==> src/rtl/perm_pkg.sv <==
package perm_pkg;
  localparam int LFSR_W = 16;
  localparam logic [LFSR_W-1:0] LFSR_MASK = 16'hB400;
  localparam logic [LFSR_W-1:0] LFSR_ALT_SEED = 16'hACE1;

  typedef enum logic {
    PH_FILL = 1'b0,
    PH_RUN  = 1'b1
  } phase_t;

  function automatic logic [LFSR_W-1:0] lfsr_adv(input logic [LFSR_W-1:0] s);
    lfsr_adv = s[0] ? ((s >> 1) ^ LFSR_MASK) : (s >> 1);
  endfunction
endpackage

==> src/rtl/perm_lfsr.sv <==
module perm_lfsr
  import perm_pkg::*;
#(
  parameter int VW = 4
) (
  input  logic              clk,
  input  logic              rst_n,
  input  logic [LFSR_W-1:0] seed,
  input  logic              adv,
  output logic [VW-1:0]     value
);
  logic [LFSR_W-1:0] state_q;

  always_ff @(posedge clk) begin
    if (!rst_n) state_q <= (seed == '0) ? LFSR_ALT_SEED : seed;
    else if (adv) state_q <= lfsr_adv(state_q);
  end

  assign value = state_q[VW-1:0];
endmodule

==> src/rtl/perm_fill_stack.sv <==
module perm_fill_stack #(
  parameter int N  = 16,
  parameter int IW = 4,
  parameter int VW = 4
) (
  input  logic                  clk,
  input  logic                  rst_n,
  input  logic                  push,
  input  logic [IW-1:0]         slot,
  input  logic [VW-1:0]         new_val,
  output logic [N-1:0][IW-1:0]  nxt_pri
);
  logic [N-1:0][IW-1:0] pri_q;
  logic [N-1:0][VW-1:0] val_q;
  logic [N-1:0]         below;   // existing entry ranks under the new one
  logic [N-1:0]         bump;    // existing entry moves up one rank
  logic [IW-1:0]        new_rank;

  for (genvar i = 0; i < N; i++) begin : g_cell
    localparam logic [IW-1:0] POS = IW'(i);
    logic live;
    assign live     = POS < slot;
    assign below[i] = live && (val_q[i] < new_val);
    assign bump[i]  = live && !(val_q[i] < new_val);
    assign nxt_pri[i] = (POS == slot) ? new_rank :
                        bump[i]       ? pri_q[i] + IW'(1) : pri_q[i];

    always_ff @(posedge clk) begin
      if (!rst_n) begin
        pri_q[i] <= '0;
        val_q[i] <= '0;
      end else if (push) begin
        pri_q[i] <= nxt_pri[i];
        if (POS == slot) val_q[i] <= new_val;
      end
    end
  end

  assign new_rank = IW'($countones(below));
endmodule

==> src/rtl/perm_drain_stack.sv <==
module perm_drain_stack #(
  parameter int N  = 16,
  parameter int IW = 4
) (
  input  logic                 clk,
  input  logic                 rst_n,
  input  logic                 load,
  input  logic [N-1:0][IW-1:0] load_pri,
  input  logic [IW-1:0]        rd_ptr,
  output logic [IW-1:0]        rd_pri
);
  logic [N-1:0][IW-1:0] pri_q;

  always_ff @(posedge clk) begin
    if (!rst_n) pri_q <= '0;
    else if (load) pri_q <= load_pri;
  end

  assign rd_pri = pri_q[rd_ptr];
endmodule

==> src/rtl/perm_round_gen.sv <==
module perm_round_gen
  import perm_pkg::*;
#(
  parameter int N  = 16,
  parameter int VW = 4,
  localparam int IW = $clog2(N)
) (
  input  logic              clk,
  input  logic              rst_n,
  input  logic [15:0]       seed,
  input  logic              en,
  input  logic              out_ready,
  output logic              out_valid,
  output logic [IW-1:0]     out_index
);
  localparam logic [IW-1:0] LAST_SLOT = IW'(N - 1);

  phase_t               phase_q;
  logic [IW-1:0]        slot_q;
  logic                 step;
  logic                 round_end;
  logic [VW-1:0]        rnd_val;
  logic [N-1:0][IW-1:0] ranked;

  assign out_valid = en && (phase_q == PH_RUN);
  assign step      = en && ((phase_q == PH_FILL) || out_ready);
  assign round_end = step && (slot_q == LAST_SLOT);

  always_ff @(posedge clk) begin
    if (!rst_n) begin
      phase_q <= PH_FILL;
      slot_q  <= '0;
    end else if (step) begin
      slot_q <= slot_q + IW'(1);
      if (round_end) phase_q <= PH_RUN;
    end
  end

  perm_lfsr #(.VW(VW)) u_lfsr (
    .clk(clk), .rst_n(rst_n), .seed(seed), .adv(step), .value(rnd_val)
  );

  perm_fill_stack #(.N(N), .IW(IW), .VW(VW)) u_fill (
    .clk(clk), .rst_n(rst_n), .push(step), .slot(slot_q),
    .new_val(rnd_val), .nxt_pri(ranked)
  );

  perm_drain_stack #(.N(N), .IW(IW)) u_drain (
    .clk(clk), .rst_n(rst_n), .load(round_end), .load_pri(ranked),
    .rd_ptr(~slot_q), .rd_pri(out_index)
  );
endmodule

==> config.mk <==
export PLATFORM = sky130hd
export DESIGN_NAME = perm_round_gen
export DESIGN_NICKNAME = d
export VERILOG_FILES = /design/src/rtl/perm_pkg.sv /design/src/rtl/perm_lfsr.sv /design/src/rtl/perm_fill_stack.sv /design/src/rtl/perm_drain_stack.sv /design/src/rtl/perm_round_gen.sv
export SDC_FILE = /design/constraint.sdc
export NUM_CORES = 1
export LEC_CHECK = 0
export ABC_AREA = 0
export CAP_MARGIN = 10
export CORE_MARGIN = 4
export CORE_UTILIZATION = 50
export CTS_BUF_LIST = sky130_fd_sc_hd__clkbuf_16
export DETAILED_ROUTE_END_ITERATION = 16
export DONT_BUFFER_PORTS = 1
export HOLD_SLACK_MARGIN = 0.1
export PLACE_DENSITY = 0.69
export SLEW_MARGIN = 20
export SYNTH_ARGS = -nofsm -noshare
export SYNTH_HDL_FRONTEND = slang
export SYNTH_SLANG_ARGS = --single-unit
==> constraint.sdc <==
create_clock -name clk -period 7.7 [get_ports clk]
set_clock_uncertainty 0.15 [all_clocks]
set_input_delay 0.385 -clock clk [delete_from_list [all_inputs] [get_ports clk]]
set_output_delay 0.385 -clock clk [all_outputs]
set_load 0.005 [all_outputs]
# ---- After elaboration in Yosys (flattened, before gate mapping)
# Cells that the tools add are included.
dict set report totals {
  input_bits 20
  out_inout_bits 5
  register_bits 213
}
dict set report classes {
  n_eq_ne 17
  n_bitwise 3
  n_mux 38
  addsub 32
  n_lt_le_gt_ge 33
  reduce_logical 71
}
# cell n
set ops {}
lappend ops {{4-bit 2-to-1 mux} 33}
lappend ops {{4-bit by 1-bit adder with 4-bit output, second input constant} 17}
lappend ops {{4-bit < comparator} 16}
lappend ops {{16-bit 2-to-1 mux} 4}
lappend ops {{1-bit logical AND} 35}
lappend ops {{2-bit AND reduction} 17}
lappend ops {{4-bit equality test, first input constant} 8}
lappend ops {{4-bit < comparator, first input constant} 8}
lappend ops {{4-bit adder} 7}
lappend ops {{1-bit by 1-bit adder with 2-bit output} 8}
lappend ops {{4-bit binary-select mux with 4-bit select} 1}
lappend ops {{3-bit by 4-bit equality test with 1-bit output, first input constant} 4}
lappend ops {{1-bit zero test} 16}
lappend ops {{16-bit zero test} 1}
lappend ops {{3-bit by 4-bit < comparator with 1-bit output, first input constant} 4}
lappend ops {{2-bit by 4-bit equality test with 1-bit output, first input constant} 2}
lappend ops {{1-bit by 4-bit < comparator with 1-bit output, first input constant} 2}
lappend ops {{2-bit by 4-bit < comparator with 1-bit output, first input constant} 2}
lappend ops {{4-bit by 5-bit < comparator with 1-bit output, second input constant} 1}
lappend ops {{1-bit by 4-bit equality test with 1-bit output, first input constant} 1}
lappend ops {{4-bit equality test, second input constant} 1}
lappend ops {{4-bit zero test} 1}
lappend ops {{3-bit NOT with 4-bit output} 1}
lappend ops {{4-bit NOT} 1}
lappend ops {{other kinds (3)} 3}

# ---- Logic depth before layout (Yosys ltp)
# Gate-level depths: netlist of run 1.
dict set report logic_depth {
  ltp_word 7
  ltp_mapped 23
}

# ---- Modules after synthesis
# Synthesis of run 1 repeated with hierarchy kept, for this count alone.
dict set report hier_totals {
  hier_cells 1490
  area_unflattened_um2 13037.5
}
# mod cells_per_inst area_each_um2 seq_area_each_um2 instances
set modules_own_cells {}
lappend modules_own_cells {perm_fill_stack 1150 8982.4 2482.4 1}
lappend modules_own_cells {perm_drain_stack 245 2947.8 1281.2 1}
lappend modules_own_cells {perm_lfsr 62 832.0 480.5 1}
lappend modules_own_cells {perm_round_gen 33 275.3 100.1 1}

# ---- Least setup slack after synthesis of run 1
# Ideal clock, no wire load.
dict set report synth_path {
  path_type {flip-flop to flip-flop}
  startpoint {register u_lfsr.state_q[1]}
  endpoint {register u_fill.pri_q[51] (netlist bit)}
  path_stages_with_launch 21
  setup_ns 0.128
  setup_slack_ns 2.022
  synth_period_minus_slack_ns 5.678
  required_ns 7.422
  arrival_time_ns 5.400
  path_cell_list {edfxtp_1 inv_1 clkbuf_1 ha_1 a2111oi_2 nor2_1 nor2_1 ha_1 fa_1 fa_1 inv_1 fa_1 inv_1 ha_1 a21o_1 a21oi_1 xnor2_1 clkbuf_1 nor3_1 a31oi_1 o211ai_1}
}
dict set report synth_via {
  elab_chain_len 7
  elab_cells_between_ends 51
  cone_classes {15 x add/sub; 16 x order compare; 2 x mux; 18 x reduce/logical}
}
# element line
set synth_rtl {}
lappend synth_rtl {{start, declared} perm_lfsr.sv:12} ;# logic [LFSR_W-1:0] state_q;
lappend synth_rtl {{start signal, assigned} perm_lfsr.sv:15} ;# if (!rst_n) state_q <= (seed == '0) ? LFSR_ALT_SEED : seed;
lappend synth_rtl {{start signal, assigned} perm_lfsr.sv:16} ;# else if (adv) state_q <= lfsr_adv(state_q);
lappend synth_rtl {{4-bit < comparator (on tied branches)} {perm_fill_stack.sv:23, perm_fill_stack.sv:24}}
lappend synth_rtl {{1-bit logical AND} perm_fill_stack.sv:23} ;# assign below[i] = live && (val_q[i] < new_val);
lappend synth_rtl {{1-bit by 1-bit adder with 2-bit output (implied by the code)} perm_fill_stack.sv:39} ;# assign new_rank = IW'($countones(below));
lappend synth_rtl {{4-bit adder (implied by the code) (3 in a row)} perm_fill_stack.sv:39}
lappend synth_rtl {{4-bit 2-to-1 mux *} perm_fill_stack.sv:25} ;# assign nxt_pri[i] = (POS == slot) ? new_rank :
lappend synth_rtl {{end signal, assigned by index} perm_fill_stack.sv:33} ;# pri_q[i] <= nxt_pri[i];
lappend synth_rtl {{end, declared} perm_fill_stack.sv:13} ;# logic [N-1:0][IW-1:0] pri_q;
# Every way passes the cells marked *; elsewhere a longest branch is shown, timed or not.
# A chain may end at the register's enable or synchronous reset.

# ---- Worst setup path in the final report of run 1
dict set report layout_path {
  startpoint {register u_lfsr.state_q[3]}
  endpoint {register u_fill.pri_q[29] (netlist bit)}
}
# The elaborated chain is that of the path after synthesis.

==> results.yml, run 1 <==
sta:
  maxSlewHeadroom_pct: 25.2
  tightest_slew_ns: 1.12
  slew_violations: 0
  hold_viol: 0
  period_share_pct: 81.8
  min_period_ns: 6.30
  setup_viol: 0
  tns_ns: 0
  rsz0062_at_grt: "no"
  fmax_mhz: 159
synth:
  synth_mux_area_share_pct: 5.21
  yosysWarnings: 0
  synth_simple_gate_area_share_pct: 19.2
  syn_avg_cell_area_sq_um: 8.31
  ys_seq_area_share_pct: 36.5
  yosys.area_share.adder_pct: 9.52
  synth_top_family_by_area: "compound AO/OA/AOI/OAI gates"
  synth_ff_type: "dfxtp_1"
  async_flop_share_pct: 0
  yosysUniqueCellTypes: 80
  synth_area_sq_mm: 0.0117
  synth-xor-area-share_pct: 3.00
  synth-seq-cells: 205
  syn_inst: 1408
  synth_compound_area_share_pct: 22.1
  synth_edf_count: 16
  syn_nets: 1511
run_status:
  status: "finished clean"
global_route:
  antenna_found_initial: 1
  grt_overflow_total: 0
  grt_pass1_vias: 9767
  use_met2_pct: 39.6
  grt_max_degree: 123
  grt_pass1_wl_um: 54900
  use_met3_pct: 5.11
  track_usage_pct: 26.1
  gr-max-usage-layer: "met2"
  grt_util_met1_pct: 37.3
floorplan:
  ios: 25
  die_w_um: 161
  placeableCoreArea_sq_mm: 0.0228
  die_area_sq_mm: 0.0259
  start_util_pct: 51.2
  die-height_um: 161
  rows: 55
cells_and_area:
  multi_input_area_sq_mm: 0.00692
  fill_cells: 2094
  area_delta_synth_final_pct: 8.87
  final_cell_mix: "dfxtp_1 (189), nor2_1 (179), a21oi_1 (162), nand2_1 (125), o21ai_0 (82)"
  drive_gt1_share_pct: 6.24
  n_antenna_cell: 0
  seqCellArea_sq_mm: 0.00426
  mostFrequentLayoutCell: "dfxtp_1"
  finalInstanceArea_sq_mm: 0.0127
  layout.nets: 1481
worst_hold_path:
  hold-path-cell-count: 2
  hold_path_class: "in2reg"
power_and_ir_drop:
  p_int_mw: 1.75
  ir_drop_uv: 118
  clkPwrFrac_pct: 42.4
  p_leak_nw: 4.86
  p_comb_share_pct: 11.2
  switching_share_pct: 26.9
  pwr-share-seq_pct: 46.4
  power.density_mw_per_mm2: 188
  p_switching_mw: 0.644
drt:
  via_count: 10715
  viasPerCell: 6.28
  drtIter0Drc: 1265
  wl_um: 34800
  route.detailed.drc: 0
  firstDrtPassIters: 9
  routedWlPerCell_um: 20.4
  ant_nets: 0
setup_path:
  rr_worst_depth: 21
  cp_slowest_cell: "fa_1"
  critical_path.max_stage_delay_ns: 0.99
  start_kind: "flip-flop"
  crit_top_cell: "inv_1"
  cp.depth: 21
  critical_path_class: "reg2reg"
  crit_buf_inv: 8
  worstPathRequired_ns: 7.95
  path_cells: "inv_1 > buf_4 > ha_1 > nand2_1 > o21ai_2 > nor2_1 > ha_1 > inv_1 > fa_1 > inv_1 > fa_1 > inv_1 > fa_1 > inv_1 > ha_1 > inv_1 > fa_1 > inv_1 > o21ai_0 > o21a_1 > o22ai_1"
  cp.arrival_ns: 6.55
  cp_top_family: "adder cells"
  worstPathMaxFanout: 16
  endpoint_kind: "flip-flop"
place:
  dpl-instance-area_sq_mm: 0.0119
  gp_congestion: 0.965
  io_buffer_count: 0
  hpwl_um: 23000
clock_tree:
  cts.sinks: 205
  clk_latency_ns: 0.52
  cts_root_buf: "clkbuf_16"
  clk_path_buf_depth: 3
  h-tree-depth: 1
  cts_buffers: 23
  cts_tree: "done"
  clk_pin_slew_worst_paths_ns: 0.06
flow_run:
  maxCapViolCount: 0
## sequential cells by signal, indices dropped and copies added (netlist names)
register,count
u_fill.val_q,60
phase_q,1
u_lfsr.state_q,16
u_drain.pri_q,64
u_fill.pri_q,60
slot_q,4
## layout make-up
class / count / area share [%]
tap: 313 / 3.08
timing repair buffer: 36 / 2.61
clock inverter: 18 / 0.767
sequential: 205 / 33.5
inverter: 40 / 1.19
clock buffer: 23 / 4.52
multi-input combinational: 1072 / 54.3
## metrics by stage
stage / hold WS [ns] / util, % / setup slack, ns / std cells / power, mW
finish: 0.197 / 55.7 / 1.40 / 1707 / 2.39
global route: 0.183 / 55.7 / 1.11 / 1707 / 2.46
CTS: 0.164 / 55.7 / 1.44 / 1707 / 2.40
global placement: 0.282 / 51.9 / 1.71 / 1648 / 1.37
detailed placement: 0.294 / 51.9 / 1.43 / 1648 / 1.38
floorplan: 0.270 / - / 2.02 / 1408 / 1.31
## worst reg2reg max path: stages (launching register included)
cell,delay (ns)
edfxtp_1,0.45
inv_1,0.50
buf_4,0.32
ha_1,0.19
nand2_1,0.08
o21ai_2,0.37
nor2_1,0.11
ha_1,0.30
inv_1,0.05
fa_1,0.50
inv_1,0.06
fa_1,0.54
inv_1,0.06
fa_1,0.46
inv_1,0.07
ha_1,0.16
inv_1,0.05
fa_1,0.99
inv_1,0.29
o21ai_0,0.30
o21a_1,0.15
o22ai_1,0.07
## what timing repair did
item,in CTS,in global routing
hold buffers,18,0
buffers inserted,0,0
endpoints found under the hold margin,109,0
setup endpoints to repair,0,0
gates resized for setup,0,0
## path summary, 6_finish.rpt
kind                            startpoint  slack, ns                             end
max reg2reg    u_lfsr.state_q[3]$_DFFE_PP_       1.40   u_fill.pri_q[29]$_SDFFE_PN0P_
min reg2reg  u_fill.val_q[16]$_SDFFE_PN0P_       0.30   u_fill.val_q[16]$_SDFFE_PN0P_
min                                  rst_n       0.20  u_drain.pri_q[58]$_SDFFE_PN0P_
max            u_lfsr.state_q[3]$_DFFE_PP_       1.40   u_fill.pri_q[29]$_SDFFE_PN0P_
## cells by family (layout without fill, tap and decap cells)
family,Yosys count,count (layout)
simple gates,486,486
compound gates,416,416
flops,205,205
buf+inv,131,117
fa+ha+maj,83,83
mux,47,47
xor+xnor,40,40
## per-layer routing
metal | part of all wire (%) | wire length [um]
met1 | 43 | 15100
met2 | 43 | 15000
met3 | 9.6 | 3360
met4 | 3.8 | 1320
met5 | 0.057 | 20
## cell usage after synthesis (all sizes together) (6+ instances only)
cell type	instances	area (sq um)
nand4	11	75.1
a22oi	8	60.1
xnor2	18	158
o221ai	11	96.3
mux2i	26	260
a31oi	34	213
or4	9	67.6
dfxtp	189	3780
o211ai	6	45.0
o22ai	11	68.8
edfxtp	16	480
a21oi	162	811
fa	10	200
nor4	10	62.6
o21ai	91	463
nor3	23	143
and2	15	96.3
clkbuf	65	244
o31ai	6	45.0
or3	7	43.8
o21a	18	135
buf	26	138
and3	17	106
mux4	10	225
inv	40	150
nand2b	17	106
nor2	179	672
ha	73	913
nand3	59	295
a22o	6	52.6
mux2	11	124
xor2	22	193
nand2	127	487
## power by group through the flow
stage / Combinational [mW] / Sequential [mW] / Clock (mW)
after global routing: 0.290 / 1.11 / 1.06
final: 0.268 / 1.11 / 1.01
after detailed placement: 0.243 / 1.13 / 0
after floorplan: 0.181 / 1.13 / 0
after global placement: 0.238 / 1.13 / 0
after CTS: 0.263 / 1.11 / 1.02
No activity file was read; power rests on OpenSTA's default activity.
==> run 2, diff against run 1 <==
- clock period: 7.7 -> 6.3 ns (I/O delays scaled with it)
==> run 2 against run 1 <==
Net effect:
- wire length fell by 0.82%
- core utilization up 0.82 points
- non-clock buffer count rose by 19
- flip-flop and latch count stayed put
- critical path depth shrank 1
- clock power increased by 25%
- cell count is 1.2% higher
- maximum frequency increased by 13%
- register-to-register slack got worse by 0.70 ns
- first-iteration DRC count decreased by 0.95%
- count of clock-buffer cells in the layout up 2
- via count down 0.48%
==> results.yml, run 2 (synthesized netlist as in run 1, its figures left out) <==
floorplan:
  die_w_um: 161
  die_area_sq_mm: 0.0259
  placeableCoreArea_sq_mm: 0.0228
  rows: 55
  ios: 25
  die-height_um: 161
  start_util_pct: 51.2
cells_and_area:
  layoutNonFillerInstCount: 1728
  reg_top3: "u_drain.pri_q: 64 flops, u_fill.pri_q: 60 flops, u_fill.val_q: 60 flops"
  final_cell_mix: "dfxtp_1 (189), nor2_1 (179), a21oi_1 (162), nand2_1 (125), o21ai_0 (82)"
  multi_input_area_sq_mm: 0.00692
  layout.nets: 1501
  area_delta_synth_final_pct: 10.5
  largest_register_ffs: 64
  mostFrequentLayoutCell: "dfxtp_1"
  regMostFlops: "u_drain.pri_q"
  seqCellArea_sq_mm: 0.00426
  n_antenna_cell: 0
  drive_gt1_share_pct: 7.63
  fill_cells: 2111
sta:
  fmax_mhz: 179
  setup_slack_ns: 0.699
  min_period_ns: 5.60
  slew_violations: 0
  tns_ns: 0
  period_share_pct: 88.9
  rsz0062_at_grt: "no"
  tightest_slew_ns: 1.06
  setup_viol: 0
  hold_ws_ns: 0.126
  maxSlewHeadroom_pct: 29.4
  hold_viol: 0
setup_path:
  crit_buf_inv: 7
  rr_startpoint: "u_lfsr.state_q[2]$_DFFE_PP_"
  cp.depth: 20
  critical_path_class: "reg2reg"
  rr_worst_depth: 20
  cp_slowest_cell: "o21ai_0"
  setup.worst_path.start: "u_lfsr.state_q[2]$_DFFE_PP_"
  start_kind: "flip-flop"
  cp_top_family: "adder cells"
  rr_endpoint: "u_fill.pri_q[29]$_SDFFE_PN0P_"
  reg2reg_slack_ns: 0.70
  worstPathMaxFanout: 14
  endpoint: "u_fill.pri_q[29]$_SDFFE_PN0P_"
  worstPathRequired_ns: 6.58
  crit_top_cell: "inv_1"
  path_cells: "inv_1 > ha_1 > nand2_1 > o21ai_0 > nor2_1 > ha_1 > inv_1 > fa_1 > inv_1 > fa_1 > inv_1 > fa_1 > inv_1 > ha_1 > inv_1 > fa_1 > inv_1 > o21ai_0 > o21a_1 > o22ai_1"
  cp.arrival_ns: 5.88
  critical_path.max_stage_delay_ns: 0.59
  endpoint_kind: "flip-flop"
clock_tree:
  postCtsSetupBuffers: 0
  h-tree-depth: 1
  post_cts_resized: 0
  cts.sinks: 205
  cts_tree: "done"
  cts_hold_buf: 19
  cts_root_buf: "clkbuf_16"
  clk_path_buf_depth: 3
  clk_latency_ns: 0.52
  cts_buffers: 24
  clk_pin_slew_worst_paths_ns: 0.06
place:
  io_buffer_count: 0
  hpwl_um: 22900
  gp_congestion: 0.895
  dp.cells: 1666
  pre_cts_ws_ns: 0.757
power_and_ir_drop:
  p_switching_mw: 0.803
  power_mw: 2.97
  ir_drop_uv: 157
  pwr-share-seq_pct: 45.8
  p_comb_share_pct: 11.7
  p_int_mw: 2.16
  p_leak_nw: 4.96
  clkPwrFrac_pct: 42.5
  switching_share_pct: 27.1
  power.density_mw_per_mm2: 230
drt:
  routedWlPerCell_um: 20.0
  firstDrtPassIters: 6
  via_count: 10664
  wl_um: 34500
  viasPerCell: 6.17
  drtIter0Drc: 1253
  ant_nets: 0
  route.detailed.drc: 0
flow_run:
  maxCapViolCount: 0
run_status:
  status: "finished clean"
global_route:
  grt_pass1_wl_um: 53900
  grt_pass1_vias: 9677
  track_usage_pct: 25.8
  grt_overflow_total: 0
  grt_max_degree: 124
  antenna_found_initial: 0
worst_hold_path:
  hold_path_class: "in2reg"
-- run 2: cell type report --
type / count / area share [%]
clock buffer: 25 / 4.84
clock inverter: 18 / 0.591
inverter: 40 / 1.17
multi-input combinational: 1072 / 53.6
sequential: 205 / 33.0
tap: 313 / 3.03
timing repair buffer: 55 / 3.80
-- run 2: through the flow --
stage / instance area [sq um] / utilization [%]
floorplan: 11700 / -
finish: 12900 / 56.5
global route: 12900 / 56.5
detailed placement: 12000 / 52.6
global placement: 12000 / 52.6
CTS: 12900 / 56.5
-- run 2: worst min-delay path by stage --
stage / start / endpoint / slack (ns) / cells after the start
after global routing: rst_n / u_fill.pri_q[16]$_SDFFE_PN0P_ / 0.15 / 2
after global placement: u_fill.val_q[4]$_SDFFE_PN0P_ / u_fill.val_q[4]$_SDFFE_PN0P_ / 0.29 / 2
after detailed placement: u_drain.pri_q[15]$_SDFFE_PN0P_ / u_drain.pri_q[15]$_SDFFE_PN0P_ / 0.30 / 2
after floorplan: u_drain.pri_q[28]$_SDFFE_PN0P_ / u_drain.pri_q[28]$_SDFFE_PN0P_ / 0.27 / 2
after CTS: rst_n / u_fill.pri_q[27]$_SDFFE_PN0P_ / 0.11 / 2
final: rst_n / u_fill.pri_q[38]$_SDFFE_PN0P_ / 0.13 / 2
-- run 2: power by group through the flow --
stage | Sequential, mW | Combinational, mW | Clock, mW
floorplan | 1.38 | 0.222 | 0
global placement | 1.38 | 0.310 | 0
detailed placement | 1.39 | 0.315 | 0
CTS | 1.36 | 0.341 | 1.27
global route | 1.36 | 0.379 | 1.33
finish | 1.36 | 0.348 | 1.26
-- run 2: per-layer routing --
metal,track usage [%],share of wire (%)
met5,0,0
met4,8.80,3.5
met3,5.11,9.0
met2,40.3,44
met1,35.8,44
==> run 3, diff against run 2 <==
- CORE_ASPECT_RATIO: unset -> 0.8
==> run 3 against run 2 <==
Net effect:
- cell count fell by 0.98%
- first-iteration DRC count decreased by 8.1%
- sequential power is essentially flat
- hold slack lost 0.036 ns
- via count is 0.16% higher
- critical endpoint is now u_fill.pri_q[42]$_SDFFE_PN0P_
- highest routed layer is now met5
- sequential share of layout area up 0.25 points
- largest power group unchanged
- die area hardly changed
- critical path depth grew 3
- largest cell class unchanged
- count of clock-buffer cells in the layout shrank 3
- global-route usage increased by 1.2 points
==> results.yml, run 3 (synthesized netlist as in run 1, its figures left out) <==
drt:
  firstDrtPassIters: 5
  drtIter0Drc: 1151
  via_count: 10681
  route.detailed.drc: 0
  routedWlPerCell_um: 20.5
  viasPerCell: 6.24
  wl_um: 35000
  ant_nets: 0
setup_path:
  path_cells: "inv_1 > buf_12 > ha_1 > o21a_1 > nor2_1 > a21oi_1 > nor2_1 > ha_1 > inv_1 > fa_1 > inv_1 > fa_1 > inv_1 > fa_1 > inv_1 > ha_1 > inv_1 > fa_1 > xor2_1 > buf_4 > nor2_1 > a22oi_1 > a31oi_1"
  crit_top_cell: "inv_1"
  critical_path.max_stage_delay_ns: 0.59
  worstPathMaxFanout: 21
  start_kind: "flip-flop"
  cp.arrival_ns: 6.16
  worstPathRequired_ns: 6.57
  critical_path_class: "reg2reg"
  cp_slowest_cell: "nor2_1"
  endpoint_kind: "flip-flop"
cells_and_area:
  area_delta_synth_final_pct: 9.66
  n_antenna_cell: 0
  finalInstanceArea_sq_mm: 0.0128
  largest_register_ffs: 64
  regMostFlops: "u_drain.pri_q"
  drive_gt1_share_pct: 6.98
  layout.nets: 1494
  layoutNonFillerInstCount: 1711
  mostFrequentLayoutCell: "dfxtp_1"
  fin_util_pct: 56.4
  reg_top3: "u_drain.pri_q: 64 flops, u_fill.pri_q: 60 flops, u_fill.val_q: 60 flops"
  final_cell_mix: "dfxtp_1 (188), nor2_1 (179), a21oi_1 (162), nand2_1 (125), o21ai_0 (82)"
clock_tree:
  postCtsSetupBuffers: 0
  cts.sinks: 205
  clk_latency_ns: 0.53
  h-tree-depth: 1
  cts_hold_buf: 20
  cts_buffers: 22
  post_cts_resized: 0
  cts_root_buf: "clkbuf_16"
  clk_pin_slew_worst_paths_ns: 0.07
  cts_tree: "done"
  clk_path_buf_depth: 3
flow_run:
  maxCapViolCount: 0
floorplan:
  die_w_um: 179
  placeableCoreArea_sq_mm: 0.0227
  die_area_sq_mm: 0.0259
  start_util_pct: 51.4
  die-height_um: 145
  rows: 49
  ios: 25
place:
  hpwl_um: 23400
  dpl-instance-area_sq_mm: 0.0120
  io_buffer_count: 0
  gp_congestion: 0.942
  dp.cells: 1653
global_route:
  grt_overflow_total: 0
  grt_max_degree: 123
  grt_pass1_wl_um: 55500
  track_usage_pct: 27.0
  grt_pass1_vias: 9931
  antenna_found_initial: 1
worst_hold_path:
  hold_path_class: "in2reg"
sta:
  slew_violations: 0
  tightest_slew_ns: 0.948
  maxSlewHeadroom_pct: 36.8
  period_share_pct: 93.5
  rsz0062_at_grt: "no"
  hold_viol: 0
  fmax_mhz: 170
  setup_viol: 0
  tns_ns: 0
  min_period_ns: 5.89
power_and_ir_drop:
  ir_drop_uv: 205
  power.density_mw_per_mm2: 224
  p_leak_nw: 4.92
run_status:
  status: "finished clean"
[run 3: per-layer routing]
metal / part of all wire [%] / GRT usage, % / routed length, um / up-vias
met2: 43 / 41.5 / 15100 / 487
met1: 44 / 38.6 / 15400 / 5045
met5: 0.023 / 0 / 8 / -
met4: 3.6 / 8.60 / 1250 / 2
li1: - / - / - / 5063
met3: 9.5 / 5.19 / 3340 / 84
[run 3: area by class of cell]
cell class                 instances  area (sq um)
clock buffer                      22           551
tap                              306           383
timing repair buffer              50           480
sequential                       205          4270
clock inverter                    16          75.1
multi-input combinational       1072          6920
fill                            2070          9920
inverter                          40           151
[run 3: power by group]
group / total, mW / leakage (nW) / switching [mW] / internal [mW]
Combinational: 0.343 / 2.90 / 0.230 / 0.112
Clock: 1.17 / 0.336 / 0.543 / 0.630
Sequential: 1.35 / 1.68 / 0.0178 / 1.34
[run 3: metrics by stage]
step / hold slack [ns] / total power [mW] / setup WS [ns]
CTS: 0.105 / 2.88 / 0.480
global placement: 0.287 / 1.69 / 0.708
floorplan: 0.270 / 1.60 / 0.622
detailed placement: 0.294 / 1.69 / 0.553
finish: 0.0899 / 2.87 / 0.411
global route: 0.137 / 2.96 / 0.147
[run 3: worst max-delay path, delay by kind of cell (launching register included)]
family / cells / cell delay (ns)
AOI/OAI and AO/OA: 4 / 0.68
xor gates and xnor gates: 1 / 0.18
adders and majority gates: 7 / 2.59
buffers and inverters: 8 / 0.96
DFF: 1 / 0.46
and+or+nand+nor: 3 / 0.74
[run 3: worst paths after layout]
path | endpoint | cells past startpoint | slack (ns) | from
hold reg to reg | u_fill.val_q[5]$_SDFFE_PN0P_ | 2 | 0.31 | u_fill.val_q[5]$_SDFFE_PN0P_
setup reg to reg | u_fill.pri_q[42]$_SDFFE_PN0P_ | 23 | 0.41 | u_lfsr.state_q[2]$_DFFE_PP_
hold / removal | u_drain.pri_q[40]$_SDFFE_PN0P_ | 3 | 0.09 | rst_n
setup / recovery | u_fill.pri_q[42]$_SDFFE_PN0P_ | 23 | 0.41 | u_lfsr.state_q[2]$_DFFE_PP_
